--- src/rtl/mah_pkg.sv ---
package mah_pkg;

  typedef enum logic [1:0] {
    TK_OUT_READ  = 2'd0,
    TK_OUT_WRITE = 2'd1,
    TK_OUT_MSI   = 2'd2,
    TK_IN_CPL    = 2'd3
  } txn_kind_e;

  localparam int IRQ_W         = 4;
  localparam int IRQ_ABORT     = 0;
  localparam int IRQ_SERR_ASRT = 1;
  localparam int IRQ_SERR_DET  = 2;
  localparam int IRQ_SCM       = 3;

  // Number of clocks after the FRAME# edge in which a claim is accepted.
  function automatic int claim_window(input logic pcix, input int conv_clks,
                                      input int pcix_clks);
    return pcix ? pcix_clks : conv_clks;
  endfunction

  // Does a message carry the bridge master-abort code?
  function automatic logic code_matches(input logic [31:0] cls, input logic [31:0] idx,
                                        input logic [31:0] want_cls,
                                        input logic [31:0] want_idx);
    return (cls == want_cls) && (idx == want_idx);
  endfunction

  function automatic logic wants_data_flush(input txn_kind_e k);
    return k != TK_OUT_READ;
  endfunction

  function automatic logic wants_queue_flush(input txn_kind_e k);
    return k != TK_IN_CPL;
  endfunction

  function automatic logic wants_error_cpl(input txn_kind_e k);
    return k == TK_OUT_READ;
  endfunction

  function automatic logic may_raise_serr(input txn_kind_e k, input logic enable);
    return (k == TK_OUT_MSI) && enable;
  endfunction

endpackage

--- src/rtl/mah_devsel_timer.sv ---
module mah_devsel_timer
  import mah_pkg::*;
#(
  parameter int CONV_CLKS = 5,
  parameter int PCIX_CLKS = 7,
  parameter int CNT_W     = 4
) (
  input  logic      clk,
  input  logic      rst_n,
  input  logic      pcix_mode,
  input  logic      frame_n,
  input  logic      devsel_n,
  input  txn_kind_e kind_i,
  output logic      abort_o,
  output txn_kind_e kind_o
);

  typedef enum logic [1:0] {S_IDLE, S_WAIT, S_HOLD} tmr_state_e;

  tmr_state_e       st_q;
  logic [CNT_W-1:0] cnt_q;
  logic [CNT_W-1:0] lim_q;
  txn_kind_e        kind_q;
  logic             abort_q;

  always_ff @(posedge clk or negedge rst_n) begin
    if (!rst_n) begin
      st_q    <= S_IDLE;
      cnt_q   <= '0;
      lim_q   <= '0;
      kind_q  <= TK_OUT_READ;
      abort_q <= 1'b0;
    end else begin
      abort_q <= 1'b0;
      unique case (st_q)
        S_IDLE: begin
          if (!frame_n) begin
            st_q   <= S_WAIT;
            cnt_q  <= CNT_W'(1);
            lim_q  <= CNT_W'(claim_window(pcix_mode, CONV_CLKS, PCIX_CLKS));
            kind_q <= kind_i;
          end
        end
        S_WAIT: begin
          if (!devsel_n) begin
            st_q <= S_HOLD;
          end else if (cnt_q >= lim_q) begin
            abort_q <= 1'b1;
            st_q    <= S_HOLD;
          end else begin
            cnt_q <= cnt_q + CNT_W'(1);
          end
        end
        S_HOLD: begin
          if (frame_n && devsel_n) st_q <= S_IDLE;
        end
        default: st_q <= S_IDLE;
      endcase
    end
  end

  assign abort_o = abort_q;
  assign kind_o  = kind_q;

endmodule

--- src/rtl/mah_msg_filter.sv ---
module mah_msg_filter
  import mah_pkg::*;
#(
  parameter int CLS_W     = 4,
  parameter int IDX_W     = 8,
  parameter int ABORT_CLS = 1,
  parameter int ABORT_IDX = 0
) (
  input  logic             clk,
  input  logic             rst_n,
  input  logic             pcix_mode,
  input  logic             msg_valid,
  input  logic [CLS_W-1:0] msg_class,
  input  logic [IDX_W-1:0] msg_index,
  input  txn_kind_e        msg_kind,
  input  logic             take_i,
  output logic             hit_o,
  output logic             pend_o,
  output txn_kind_e        kind_o
);

  logic      pend_q;
  txn_kind_e kind_q;

  assign hit_o = msg_valid && pcix_mode &&
                 code_matches(32'(msg_class), 32'(msg_index),
                              32'(ABORT_CLS), 32'(ABORT_IDX));

  always_ff @(posedge clk or negedge rst_n) begin
    if (!rst_n) begin
      pend_q <= 1'b0;
      kind_q <= TK_OUT_READ;
    end else if (hit_o) begin
      pend_q <= 1'b1;
      kind_q <= msg_kind;
    end else if (take_i) begin
      pend_q <= 1'b0;
    end
  end

  assign pend_o = pend_q;
  assign kind_o = kind_q;

endmodule

--- src/rtl/mah_action.sv ---
module mah_action
  import mah_pkg::*;
#(
  parameter int STS_W     = 16,
  parameter int ABORT_BIT = 13,
  parameter int SERR_BIT  = 14,
  parameter int CLS_W     = 4,
  parameter int IDX_W     = 8,
  parameter int ABORT_CLS = 1,
  parameter int ABORT_IDX = 0
) (
  input  logic             clk,
  input  logic             rst_n,
  input  logic             bus_evt,
  input  txn_kind_e        bus_kind,
  input  logic             msg_pend,
  input  txn_kind_e        msg_kind,
  output logic             msg_take,
  input  logic             serr_enable,
  input  logic             serr_detect_en,
  input  logic             mask_abort,
  input  logic             mask_serr,
  input  logic             mask_scm,
  input  logic [STS_W-1:0] sts_clr,
  input  logic             scm_sts_clr,
  input  logic [IRQ_W-1:0] irq_clr,
  output logic [STS_W-1:0] sts_word,
  output logic             scm_sts,
  output logic [IRQ_W-1:0] irq_sts,
  output logic             serr_n,
  output logic             flush_data,
  output logic             flush_otq,
  output logic             cpl_err_valid,
  output logic [CLS_W-1:0] cpl_err_class,
  output logic [IDX_W-1:0] cpl_err_index
);

  logic             act;
  logic             from_msg;
  txn_kind_e        kind;
  logic             serr_fire;
  logic [STS_W-1:0] sts_set;
  logic [IRQ_W-1:0] irq_set;
  logic [STS_W-1:0] sts_q;
  logic             scm_q;
  logic [IRQ_W-1:0] irq_q;

  // Bus timeout wins a tie; a pending message waits one clock.
  always_comb begin
    act       = bus_evt || msg_pend;
    from_msg  = !bus_evt && msg_pend;
    kind      = bus_evt ? bus_kind : msg_kind;
    msg_take  = from_msg;
    serr_fire = act && may_raise_serr(kind, serr_enable);

    sts_set            = '0;
    sts_set[ABORT_BIT] = act;
    sts_set[SERR_BIT]  = serr_fire;

    irq_set                = '0;
    irq_set[IRQ_ABORT]     = act && !mask_abort;
    irq_set[IRQ_SERR_ASRT] = serr_fire && !mask_serr;
    irq_set[IRQ_SERR_DET]  = serr_fire && serr_detect_en;
    irq_set[IRQ_SCM]       = from_msg && !mask_scm;
  end

  always_ff @(posedge clk or negedge rst_n) begin
    if (!rst_n) begin
      sts_q <= '0;
      scm_q <= 1'b0;
    end else begin
      sts_q <= sts_set | (sts_q & ~sts_clr);
      scm_q <= from_msg | (scm_q & ~scm_sts_clr);
    end
  end

  for (genvar b = 0; b < IRQ_W; b++) begin : g_irq
    always_ff @(posedge clk or negedge rst_n) begin
      if (!rst_n)             irq_q[b] <= 1'b0;
      else if (irq_set[b])    irq_q[b] <= 1'b1;
      else if (irq_clr[b])    irq_q[b] <= 1'b0;
    end
  end

  always_ff @(posedge clk or negedge rst_n) begin
    if (!rst_n) begin
      serr_n        <= 1'b1;
      flush_data    <= 1'b0;
      flush_otq     <= 1'b0;
      cpl_err_valid <= 1'b0;
      cpl_err_class <= '0;
      cpl_err_index <= '0;
    end else begin
      serr_n        <= !serr_fire;
      flush_data    <= act && wants_data_flush(kind);
      flush_otq     <= act && wants_queue_flush(kind);
      cpl_err_valid <= act && wants_error_cpl(kind);
      cpl_err_class <= (act && wants_error_cpl(kind)) ? CLS_W'(ABORT_CLS) : '0;
      cpl_err_index <= (act && wants_error_cpl(kind)) ? IDX_W'(ABORT_IDX) : '0;
    end
  end

  assign sts_word = sts_q;
  assign scm_sts  = scm_q;
  assign irq_sts  = irq_q;

endmodule

--- src/rtl/master_abort_handler.sv ---
module master_abort_handler
  import mah_pkg::*;
#(
  parameter int CONV_CLKS = 5,
  parameter int PCIX_CLKS = 7,
  parameter int STS_W     = 16,
  parameter int ABORT_BIT = 13,
  parameter int SERR_BIT  = 14,
  parameter int CLS_W     = 4,
  parameter int IDX_W     = 8,
  parameter int ABORT_CLS = 1,
  parameter int ABORT_IDX = 0
) (
  input  logic             clk,
  input  logic             rst_n,
  input  logic             pcix_mode,
  input  logic             frame_n,
  input  logic             devsel_n,
  input  logic [1:0]       bus_kind,
  input  logic             msg_valid,
  input  logic [CLS_W-1:0] msg_class,
  input  logic [IDX_W-1:0] msg_index,
  input  logic [1:0]       msg_kind,
  input  logic             serr_enable,
  input  logic             serr_detect_en,
  input  logic             mask_abort,
  input  logic             mask_serr,
  input  logic             mask_scm,
  input  logic [STS_W-1:0] sts_clr,
  input  logic             scm_sts_clr,
  input  logic [3:0]       irq_clr,
  output logic [STS_W-1:0] sts_word,
  output logic             scm_sts,
  output logic [3:0]       irq_sts,
  output logic             serr_n,
  output logic             flush_data,
  output logic             flush_otq,
  output logic             cpl_err_valid,
  output logic [CLS_W-1:0] cpl_err_class,
  output logic [IDX_W-1:0] cpl_err_index
);

  localparam int MAX_CLKS = (CONV_CLKS > PCIX_CLKS) ? CONV_CLKS : PCIX_CLKS;
  localparam int CNT_W    = $clog2(MAX_CLKS + 1);

  // Named internal events, visible to the bound checker.
  logic      bus_abort_evt;
  txn_kind_e bus_abort_kind;
  logic      msg_abort_hit;
  logic      msg_pending;
  txn_kind_e msg_pend_kind;
  logic      msg_served;

  mah_devsel_timer #(
    .CONV_CLKS(CONV_CLKS),
    .PCIX_CLKS(PCIX_CLKS),
    .CNT_W    (CNT_W)
  ) u_timer (
    .clk      (clk),
    .rst_n    (rst_n),
    .pcix_mode(pcix_mode),
    .frame_n  (frame_n),
    .devsel_n (devsel_n),
    .kind_i   (txn_kind_e'(bus_kind)),
    .abort_o  (bus_abort_evt),
    .kind_o   (bus_abort_kind)
  );

  mah_msg_filter #(
    .CLS_W    (CLS_W),
    .IDX_W    (IDX_W),
    .ABORT_CLS(ABORT_CLS),
    .ABORT_IDX(ABORT_IDX)
  ) u_filter (
    .clk      (clk),
    .rst_n    (rst_n),
    .pcix_mode(pcix_mode),
    .msg_valid(msg_valid),
    .msg_class(msg_class),
    .msg_index(msg_index),
    .msg_kind (txn_kind_e'(msg_kind)),
    .take_i   (msg_served),
    .hit_o    (msg_abort_hit),
    .pend_o   (msg_pending),
    .kind_o   (msg_pend_kind)
  );

  mah_action #(
    .STS_W    (STS_W),
    .ABORT_BIT(ABORT_BIT),
    .SERR_BIT (SERR_BIT),
    .CLS_W    (CLS_W),
    .IDX_W    (IDX_W),
    .ABORT_CLS(ABORT_CLS),
    .ABORT_IDX(ABORT_IDX)
  ) u_action (
    .clk           (clk),
    .rst_n         (rst_n),
    .bus_evt       (bus_abort_evt),
    .bus_kind      (bus_abort_kind),
    .msg_pend      (msg_pending),
    .msg_kind      (msg_pend_kind),
    .msg_take      (msg_served),
    .serr_enable   (serr_enable),
    .serr_detect_en(serr_detect_en),
    .mask_abort    (mask_abort),
    .mask_serr     (mask_serr),
    .mask_scm      (mask_scm),
    .sts_clr       (sts_clr),
    .scm_sts_clr   (scm_sts_clr),
    .irq_clr       (irq_clr),
    .sts_word      (sts_word),
    .scm_sts       (scm_sts),
    .irq_sts       (irq_sts),
    .serr_n        (serr_n),
    .flush_data    (flush_data),
    .flush_otq     (flush_otq),
    .cpl_err_valid (cpl_err_valid),
    .cpl_err_class (cpl_err_class),
    .cpl_err_index (cpl_err_index)
  );

endmodule

--- config.mk ---
export PLATFORM = sky130hd
export DESIGN_NAME = master_abort_handler
export DESIGN_NICKNAME = d
export VERILOG_FILES = /design/src/rtl/mah_pkg.sv /design/src/rtl/mah_devsel_timer.sv /design/src/rtl/mah_msg_filter.sv /design/src/rtl/mah_action.sv /design/src/rtl/master_abort_handler.sv
export SDC_FILE = /design/constraint.sdc
export NUM_CORES = 1
export LEC_CHECK = 0
export CORE_MARGIN = 2
export CORE_UTILIZATION = 45
export DETAILED_ROUTE_END_ITERATION = 10
export DONT_BUFFER_PORTS = 1
export HOLD_SLACK_MARGIN = 0.03
export PLACE_DENSITY_LB_ADDON = 0.15
export SETUP_SLACK_MARGIN = 0.5
export SKIP_LAST_GASP = 1
export SLEW_MARGIN = 20
export SYNTH_ARGS = -nofsm -noshare
export SYNTH_HDL_FRONTEND = slang
export SYNTH_SLANG_ARGS = --single-unit
--- constraint.sdc ---
create_clock -name clk -period 1.9 [get_ports clk]
set_input_delay 0.57 -clock clk [delete_from_list [all_inputs] [get_ports clk]]
set_output_delay 0.57 -clock clk [all_outputs]
set_load 0.02 [all_outputs]
==> out/metrics.csv <==
metric,value,unit
clock_sinks,38,
final_common_cell,dfrtp_2,
worstPathMaxFanout,3,
powerDensity,1173,nW/um^2
nNetsFinal,211,
pin_count,85,
wl,3.026,mm
h-tree-depth,2,
clock_skew,0.004157,ns
dp.cells,190,
tritoncts,yes,
crit_start,u_timer.lim_q[0],
rsz0062_at_grt,true,
antenna_found_initial,0,
die-area,4102,um^2
clock_path_buffers,2,
finalHoldViolations,0,
die_y,64.05,um
synth_edf_count,0,
grt_overflow,0,
critPathCaptureType,register,
wl_per_cell,14.69,um
yosys_warnings,0,
period_share,80.55,%
layout.cells.non_filler,206,
reg2reg_slack,0.37,ns
synth_seq_cells,38,
cp.required,2.13,ns
period_needed,1.530,ns
die_x,64.05,um
num_antenna_cells,0,
area_growth_syn_to_layout,17.27,%
num_vias,1049,
drtIter0Drc,32,
reg2regPathDepth,6,
arrival,1.76,ns
r2r-start,u_timer.lim_q[0],
seq_area_frac_synth,58.67,%
clk_latency,0.33,ns
drtPass1Iterations,3,
layout-drive-gt1-share,33.75,%
max_freq,653.4,MHz
cts_buffers,5,
grt_pass1_wl,4.774,mm
syn-instance-count,147,
hold_ws,0.04953,ns
crit_path_start_kind,register,
cap_violations,0,
clkSlewWorstSetupHoldPaths,0.11,ns
row_count,21,
fill_cells,282,
hpwlAfterDp,2.160,mm
start_util,47.88,%
power.leakage,0.8348,nW
grt_usage,15.36,%
regToRegEndpoint,u_timer.cnt_q[2],
grt_pass1_vias,1055,
cts-root-buf,clkbuf_4,
critical_path_class,register to register,
grt_max_degree,38,
slowest_stage,dfrtp_1,
path_cells,"inv_2, ha_4, nand2_2, o21a_1, and4_1, a211o_1",
avgViaCountPerCell,5.092,
async_flop_share,100.0,%
finalSetupViolCount,0,
drc,0,
final_cell_mix,"dfrtp_2 (25), nor2b_1 (15), nand2_1 (12), dfrtp_1 (12), conb_1 (11)",
peakVddDrop,0.0006180,V
netlist_area,1623,um^2
slowest_delay,0.42,ns
synthDistinctLibCells,34,
port_buffers,0,
path_delay_family,compound AO/OA/AOI/OAI gates,
final-max-slew-violation-count,0,
status,"finished, final reports clean",
ys.flop_type,dfrtp_1,
gp_congestion,0.8844,
tns,0,ns
drtAntennaViolNets,0,
avgSynthCellArea,11.04,um^2
core-area,3390,um^2
min_path_type,input port to asynchronous set/reset pin,
cp.buffers_inverters,1,
-- metrics by stage --
stage / util [%] / setup WS [ns] / power (mW) / area, um^2
finish: 56.15 / 0.3695 / 2.232 / 1903
global route: 56.15 / 0.3029 / 2.372 / 1903
CTS: 54.56 / 0.3719 / 2.195 / 1849
detailed placement: 49.13 / 0.3950 / 1.430 / 1665
global placement: 49.13 / 0.4377 / 1.407 / 1665
floorplan: - / 0.4655 / 1.364 / 1703
-- worst reg2reg max path, cell delays in order, from the launching register on --
cell	delay [ns]
dfrtp_1	0.42
inv_2	0.07
ha_4	0.29
nand2_2	0.06
o21a_1	0.21
and4_1	0.16
a211o_1	0.22
-- layer usage --
layer,GRT usage [%],vias up,share of wire (%)
met2,27.08,43,53
met1,16.49,506,39
li1,-,497,-
met5,0,-,0
met4,6.522,0,0.83
met3,5.458,3,7.5
-- area by class of cell --
type	count	area, um^2	area share (%)
Multi-Input combinational cell	95	635.6	33.40
Tap cell	46	57.56	3.024
Inverter	11	41.29	2.170
Sequential cell	38	983.4	51.68
Clock inverter	3	68.82	3.616
Clock buffer	5	37.54	1.972
Timing Repair Buffer	8	78.83	4.142
-- Yosys cell counts, types with 2 or more instances --
library cell | instances | area (um^2)
dfrtp_1 | 37 | 925.9
nor2b_1 | 15 | 93.84
nand2_1 | 13 | 48.80
buf_4 | 12 | 90.09
inv_1 | 11 | 41.29
o21ai_0 | 8 | 40.04
a21oi_1 | 5 | 25.02
ha_1 | 4 | 50.05
nor2_1 | 4 | 15.01
o22ai_1 | 4 | 25.02
mux2_1 | 3 | 33.78
nand3_1 | 3 | 15.01
o21ai_1 | 3 | 15.01
a31oi_1 | 2 | 12.51
nand2b_1 | 2 | 12.51
nor3_1 | 2 | 10.01
nor4_1 | 2 | 12.51
-- flip-flops by register name, summed over array words and instances, names as in the netlist, 2 cells and up --
register,flops
u_timer.lim_q,2
u_timer.st_q,2
u_action.irq_sts,4
u_timer.cnt_q,3
u_action.sts_word,16
u_filter.kind_o,2
u_timer.kind_o,2
-- worst max-delay path by stage --
stage / cells past startpoint / to / slack (ns)
finish: 6 / u_timer.cnt_q[2] / 0.37
global route: 6 / u_timer.cnt_q[2] / 0.30
CTS: 0 / serr_n / 0.37
detailed placement: 5 / u_timer.cnt_q[2] / 0.39
global placement: 6 / u_timer.cnt_q[2] / 0.44
floorplan: 6 / u_timer.cnt_q[2] / 0.47
-- logic make-up (layout without fill, tap and decap cells) --
kind of cell	Yosys count	in the layout	share of synthesized area, %
mux	4	4	2.775
flops	38	38	58.67
other cells	1	11	0.2311
buf+inv	24	27	8.404
compound gates	28	28	10.33
fa+ha+maj	4	4	3.084
simple gates	48	48	16.50
-- power by group --
group	switching (mW)	internal [mW]	leakage [nW]	total, mW
Clock	0.260	0.412	0.0554	0.672
Sequential	0.127	0.902	0.467	1.03
Combinational	0.266	0.265	0.312	0.531
Total	0.653	1.58	0.835	2.23
-- repair_timing --
item                       in CTS  in global routing
buffers inserted                2                  4
hold buffers                    1                  1
setup endpoints to repair      24                 32
hold endpoints to repair       37                  1
pin swaps                       6                  5
gates resized for setup        21                 10
(Power assumes the default switching activity.)
